$ cat config.mk
export PLATFORM = sky130hd
export DESIGN_NAME = seg_access_check
export DESIGN_NICKNAME = d
export VERILOG_FILES = /design/src/rtl/seg_access_check.sv
export SDC_FILE = /design/constraint.sdc
export NUM_CORES = 1
export LEC_CHECK = 0
export BUFFER_PORTS_ARGS = -buffer_cell sky130_fd_sc_hd__buf_2
export CAP_MARGIN = 20
export CELL_PAD_IN_SITES_DETAIL_PLACEMENT = 1
export CELL_PAD_IN_SITES_GLOBAL_PLACEMENT = 1
export CORE_MARGIN = 5
export CORE_UTILIZATION = 39
export DETAILED_ROUTE_END_ITERATION = 10
export PLACE_DENSITY_LB_ADDON = 0.12
export SLEW_MARGIN = 10
export SYNTH_ARGS = -nofsm -noshare
export SYNTH_HDL_FRONTEND = slang
export SYNTH_SLANG_ARGS = --single-unit
$ cat constraint.sdc
create_clock -name clk -period 10.2 [get_ports clk]
set_clock_uncertainty 0.05 [all_clocks]
set_input_delay 1.53 -clock clk [delete_from_list [all_inputs] [get_ports clk]]
set_output_delay 1.53 -clock clk [all_outputs]
set_load 0.02 [all_outputs]
$ cat src/rtl/seg_access_check.sv
module seg_access_check #(
  parameter int AW  = 32,
  parameter int SPW = 16
) (
  input  logic          clk,
  input  logic          rst_n,
  input  logic          pe,
  input  logic [AW-1:0] acc_off,
  input  logic [2:0]    acc_size,
  input  logic          acc_wr,
  input  logic [AW-1:0] seg_base,
  input  logic [AW-1:0] seg_limit,
  input  logic          seg_e,
  input  logic          seg_b,
  input  logic          seg_x,
  input  logic          seg_r,
  input  logic          seg_w,
  input  logic [AW-1:0] ss_base,
  input  logic [AW-1:0] ss_limit,
  input  logic          ss_e,
  input  logic          ss_b,
  input  logic          ss_w,
  input  logic          stk_push,
  input  logic          stk_pop,
  input  logic          esp_load,
  input  logic [AW-1:0] esp_wdata,
  output logic          fault,
  output logic [AW-1:0] lin_addr,
  output logic [AW-1:0] esp
);
  localparam logic [AW-1:0] SMALL_TOP = AW'({SPW{1'b1}});

  logic          use_stk, wr_eff, x_eff, r_eff, w_eff, e_eff, b_eff;
  logic [AW-1:0] step, esp_dec, esp_inc, push_next, pop_next, stk_raw, stk_off;
  logic [AW-1:0] off, lim, base, hi_bound;
  logic [AW:0]   last;
  logic          up_bad, dn_bad, lim_bad, rights_bad;

  assign use_stk = stk_push | stk_pop;
  assign step    = AW'(acc_size);
  assign esp_dec = esp - step;
  assign esp_inc = esp + step;

  assign push_next = ss_b ? esp_dec : {esp[AW-1:SPW], esp_dec[SPW-1:0]};
  assign pop_next  = ss_b ? esp_inc : {esp[AW-1:SPW], esp_inc[SPW-1:0]};
  assign stk_raw   = stk_push ? push_next : esp;
  assign stk_off   = ss_b ? stk_raw : AW'(stk_raw[SPW-1:0]);

  assign off    = use_stk ? stk_off  : acc_off;
  assign lim    = use_stk ? ss_limit : seg_limit;
  assign base   = use_stk ? ss_base  : seg_base;
  assign e_eff  = use_stk ? ss_e     : seg_e;
  assign b_eff  = use_stk ? ss_b     : seg_b;
  assign wr_eff = use_stk ? stk_push : acc_wr;
  assign x_eff  = use_stk ? 1'b0     : seg_x;
  assign r_eff  = use_stk ? 1'b1     : seg_r;
  assign w_eff  = use_stk ? ss_w     : seg_w;

  assign last     = {1'b0, off} + {1'b0, step} - {{AW{1'b0}}, 1'b1};
  assign hi_bound = b_eff ? {AW{1'b1}} : SMALL_TOP;
  assign up_bad   = last[AW] | (last[AW-1:0] > lim);
  assign dn_bad   = (off <= lim) | last[AW] | (last[AW-1:0] > hi_bound);
  assign lim_bad  = e_eff ? dn_bad : up_bad;

  assign rights_bad = pe & ((wr_eff & x_eff) |
                            (~wr_eff & x_eff & ~r_eff) |
                            (wr_eff & ~x_eff & ~w_eff));

  assign fault    = lim_bad | rights_bad;
  assign lin_addr = base + off;

  always_ff @(posedge clk or negedge rst_n) begin
    if (!rst_n)                 esp <= '0;
    else if (esp_load)          esp <= esp_wdata;
    else if (stk_push && !fault) esp <= push_next;
    else if (stk_pop && !fault)  esp <= pop_next;
  end

  a_r4_exec_write: assert property (@(posedge clk) disable iff (!rst_n)
    (!stk_push && !stk_pop && pe && acc_wr && seg_x) |-> fault);

  a_r1_expup_in_range: assert property (@(posedge clk) disable iff (!rst_n)
    (!stk_push && !stk_pop && !seg_e && !fault) |->
      ({1'b0, acc_off} + {30'b0, acc_size} <= {1'b0, seg_limit} + 33'd1));

  a_r2_expdown_above: assert property (@(posedge clk) disable iff (!rst_n)
    (!stk_push && !stk_pop && seg_e && !fault) |-> (acc_off > seg_limit));

  a_r7_linear: assert property (@(posedge clk) disable iff (!rst_n)
    (!stk_push && !stk_pop) |-> (lin_addr == seg_base + acc_off));

  a_r10_fault_hold: assert property (@(posedge clk) disable iff (!rst_n)
    ((stk_push || stk_pop) && fault && !esp_load) |=> $stable(esp));

  a_r8_small_high_kept: assert property (@(posedge clk) disable iff (!rst_n)
    ((stk_push || stk_pop) && !ss_b && !esp_load) |=> (esp[AW-1:SPW] == $past(esp[AW-1:SPW])));
endmodule

* Yosys cells after proc, flatten, opt, wreduce, memory -nomap -nowiden
Cells that the tools add are included.
** Cells by class
- Order comparisons :: 3
- Add/sub/neg operators :: 5
- Bitwise logic cells :: 17
- Muxes and demuxes :: 18
- Reductions and logical operators :: 6
** Operator list (count)
- 32-bit two-way mux :: 11
- 32-bit > comparator :: 2
- 32-bit by 3-bit adder with 33-bit output :: 1
- 33-bit by 1-bit subtractor with 33-bit output (second input constant) :: 1
- 32-bit by 3-bit adder with 32-bit output :: 1
- 32-bit adder :: 1
- 32-bit less-or-equal comparator :: 1
- 32-bit by 3-bit subtractor with 32-bit output :: 1
- 1-bit two-way mux :: 7
- 1-bit bitwise OR :: 7
- 1-bit bitwise AND :: 6
- 3-bit nonzero test :: 2
- 1-bit inverter :: 4
- 1-bit logical AND :: 2
- 2-bit AND reduction :: 1
- 1-bit zero test :: 1
** Word-level totals
- Input port bits :: 210
- Bits in registers :: 32
- Output and inout bits :: 65

* Longest topological paths before layout
- Depth after elaboration :: 16
- Gate-level depth with buffers :: 36

* Worst setup path before layout
OpenSTA, ideal clock, no wires.
- Kind :: in2out
- From :: input acc_size[0]
- To :: output fault
- Setup slack :: 1.176 ns
- Path buffers :: 0
- Cell stages on the path :: 30
- Data arrival time :: 7.444 ns
- Data required time :: 8.620 ns
- Cell sequence :: ha_1 -> inv_1 -> fa_1 -> a211oi_1 -> nand2_1 -> nor4_1 -> nand2_1 -> a21o_1 -> a221o_1 -> inv_1 -> ha_1 -> and4_1 -> and2_1 -> o21ai_0 -> nand3b_1 -> a31o_2 -> maj3_1 -> nand2_1 -> a21oi_1 -> a21oi_1 -> xnor2_1 -> ha_1 -> o21ai_0 -> a21oi_1 -> a221o_1 -> a211o_1 -> o21ai_0 -> a32oi_1 -> a21oi_1 -> inv_1
** Between the ends
- Cells in the longest elaborated chain, start to end :: 11
- Elaborated cells on any way between the ends :: 15
- Classes of those cells :: add/sub: 3; order compare: 3; mux: 5; bitwise: 4
** Ends and longest elaborated chain
- start, declared :: RTL line 9 : input logic [2:0] acc_size,
- 32-bit by 3-bit subtractor with 32-bit output :: RTL line 41 : assign esp_dec = esp - step;
- 32-bit two-way mux :: RTL line 44 : assign push_next = ss_b ? esp_dec : {esp[AW-1:SPW], esp_dec[SPW-1:0]};
- 32-bit two-way mux :: RTL line 46 : assign stk_raw = stk_push ? push_next : esp;
- 32-bit two-way mux :: RTL line 47 : assign stk_off = ss_b ? stk_raw : AW'(stk_raw[SPW-1:0]);
- 32-bit two-way mux :: RTL line 49 : assign off = use_stk ? stk_off : acc_off;
- 32-bit by 3-bit adder with 33-bit output :: RTL line 59 : assign last = {1'b0, off} + {1'b0, step} - {{AW{1'b0}}, 1'b1};
- 33-bit by 1-bit subtractor with 33-bit output :: RTL line 59
- 32-bit > comparator (tied with other cells) :: RTL line 61 : assign up_bad = last[AW] | (last[AW-1:0] > lim);
- 1-bit bitwise OR (on tied branches) :: RTL line 61, 62
- 1-bit two-way mux (*) :: RTL line 63 : assign lim_bad = e_eff ? dn_bad : up_bad;
- 1-bit bitwise OR (*) :: RTL line 69 : assign fault = lim_bad | rights_bad;
- end, declared :: RTL line 27 : output logic fault,
Every way passes the cells marked *; elsewhere a longest branch is shown, timed or not.

* Worst setup path in the final report
- From :: input acc_size[1]
- To :: output fault
Same word-level chain as after synthesis.

==> flow_summary.json <==
{
  "place_hpwl_um": 33900,
  "startpoint_type": "input port",
  "chipHeight_um": 171,
  "yosysTopAreaCell": "ha_1",
  "rrSetupSlack_ns": 1.90,
  "required_ns": 8.62,
  "max_freq_mhz": 102,
  "worstSetupStartpoint": "acc_size[1]",
  "hold_violations": 0,
  "ys_types": 88,
  "ys_top_cells_by_area": "ha_1 19%, dfrtp_1 7.9%, nand2_1 7.8%, xnor2_1 4.6%, mux2i_1 4.2%",
  "hp-class": "reg2reg",
  "postRouteAntennaNets": 0,
  "fp.dieW_um": 171,
  "first_iter_violations": 552,
  "regToRegStartpoint": "esp[0]",
  "clk_latency_ns": 0.28,
  "synth_top_area_share_pct": 18.6,
  "wl_um": 40100,
  "max_flop_register": "esp",
  "grt_setup_unrepaired": "no",
  "grt_pass1_vias": 11900,
  "top_regs": "esp (32)",
  "grt_pass1_wl_um": 62200,
  "avgRoutedWirePerCell_um": 20.0,
  "clock-sinks": 32,
  "setup_slack_ns": 0.414,
  "grt_max_degree": 50,
  "yosys_warnings": 0,
  "synth-main-ff-cell": "dfrtp_1",
  "crit_type": "in2out",
  "setup_viol": 0,
  "p_total_mw": 1.93,
  "io_pins": 275,
  "clk_pin_slew_ns": 0.06,
  "gp_congestion": 0.895,
  "status": "finished clean",
  "io_buffer_count": 274,
  "drive_gt1_share_pct": 22.2,
  "ys_ff_latch": 32,
  "postSynthAreaPerCell_um2": 7.08,
  "hold_buffers": 0,
  "core_area_um2": 25800,
  "dp_slack_ns": -0.0173,
  "crit_end": "fault",
  "cp-end-kind": "output port",
  "rows": 59,
  "worstPathMaxFanout": 6,
  "drc": 0,
  "vias": 11800,
  "cts.htree.levels": 2,
  "clk_path_buf_depth": 2,
  "overflow": 0,
  "synth_edf_count": 0,
  "ir_worst_vdd_mv": 0.0656,
  "start_util_pct": 39.2,
  "syn_nets": 1791,
  "fillers": 3419,
  "worst_slew_pin_slew_ns": 0.887,
  "netlist_instances": 1427,
  "area_growth_pct": 19.5,
  "clockRootBuffer": "clkbuf_16",
  "drv_slew": 0,
  "fin_crit_sh_pct": 95.9,
  "worstRegToRegCells": 32,
  "cp.arrival_ns": 8.21,
  "maxCapViolations": 0,
  "cts_tree": "yes",
  "powerDensity_nw_per_um2": 160,
  "dr.pass1.iters": 5,
  "reg2reg_to": "esp[18]",
  "slew_headroom_pct": 40.7,
  "antenna_found_initial": 0,
  "largest_reg_flops": 32,
  "ys_seq_area_share_pct": 7.92,
  "async_flop_share_pct": 100,
  "min_period_ns": 9.79,
  "vias_per_cell": 5.90,
  "cp_slowest_stage_delay_ns": 0.48,
  "nets": 2028,
  "dieArea_um2": 29200,
  "p_leak_nw": 5.81,
  "n_antenna_cell": 0,
  "slowest_stage": "or4_1",
  "syn-cell-area_um2": 10100,
  "track_usage_pct": 26.1,
  "cts_inserted_buffers": 5
}
-- worst min path at each step --
stage               startpoint       to  slack, ns  cells after the start
global placement        esp[0]   esp[0]       0.56                      2
CTS                    esp[21]  esp[21]       0.56                      1
finish                 esp[21]  esp[21]       0.56                      1
global route           esp[21]  esp[21]       0.60                      1
floorplan               esp[2]   esp[2]       0.61                      2
detailed placement     esp[21]  esp[21]       0.56                      1
-- cells by family after synthesis --
family,count (synthesis),synth area share [%]
mux,54,5.50
flops,32,7.92
xor+xnor,75,6.65
fa+ha+maj,155,19.5
compound gates,403,27.5
simple gates,546,26.7
buf+inv,162,6.33
-- repair_timing --
item                                    4_1_cts  5_1_grt
endpoints found under the setup margin        1        1
gates resized for setup                       1       18
setup buffers                                 0        2
endpoints found under the hold margin         0        0
cloned                                        0        0
pin swaps                                     0        2
-- layout make-up --
type	count	area, um^2	share of cell area [%]
multi-input cells	1233	8750	72.5
inverters	89	334	2.77
flip-flops and latches	32	801	6.63
repair buffers	303	1590	13.2
clock inverters	1	30.0	0.249
well taps	335	419	3.47
clock buffers	7	153	1.26
-- critical path, delay by kind of cell --
family	cells	cell delay, ns
buf+inv	5	0.56
simple gates	9	1.89
fa+ha+maj	3	0.91
compound gates	13	3.31
-- power breakdown --
group	switching [mW]	internal (mW)	leakage, nW
clock	0.0583	0.129	0.0901
sequential	0.0649	0.148	0.366
combinational	0.930	0.604	5.35
-- layout by cell type, fill, tap and decap left out, types with 13 or more instances in the layout --
master	instances
buf_2	274
nand2_1	209
ha_1	149
inv_1	88
nor2_1	80
o21ai_0	79
a21oi_1	73
nand3_1	59
xnor2_1	53
mux2i_1	42
a21o_1	40
nand4_1	34
nor3_1	33
dfrtp_1	32
buf_4	29
a31oi_1	24
xor2_1	20
or3_1	19
o21a_1	18
nor2b_1	17
a211oi_1	17
and3_1	16
a211o_1	14
a22o_1	13
-- cell usage after synthesis, types with 9 or more instances --
cell type / count
xnor2_1: 53
nand2_1: 209
inv_1: 88
o21a_1: 19
o21ai_0: 82
nand3_1: 59
nor2b_1: 17
nor2_1: 81
and3_1: 16
a211oi_1: 18
clkbuf_1: 56
xor2_1: 20
a31oi_1: 24
dfrtp_1: 32
mux2i_1: 42
a21o_1: 40
and4_1: 10
ha_1: 150
a211o_1: 14
or3_1: 19
o31ai_1: 9
nand4_1: 34
o211ai_1: 12
nor3_1: 35
nor4_1: 13
nand2b_1: 11
a21oi_1: 77
mux2_2: 12
buf_1: 9
a22o_1: 13
-- routing by layer --
metal,track usage [%],routed length (um)
met1,33.0,17700
met2,47.6,19600
met3,2.96,1900
met4,5.72,822
met5,0,0
-- stage by stage --
step	hold slack [ns]	cells	util (%)	setup TNS, ns	area (um^2)
after floorplan	0.612	1427	-	0	10100
after CTS	0.563	1998	46.5	0	12000
final	0.559	2000	46.9	0	12100
after global placement	0.563	1990	45.8	0	11800
after global routing	0.598	2000	46.9	0	12100
after detailed placement	0.556	1990	45.8	-0.0173	11800
(Power assumes the default switching activity.)
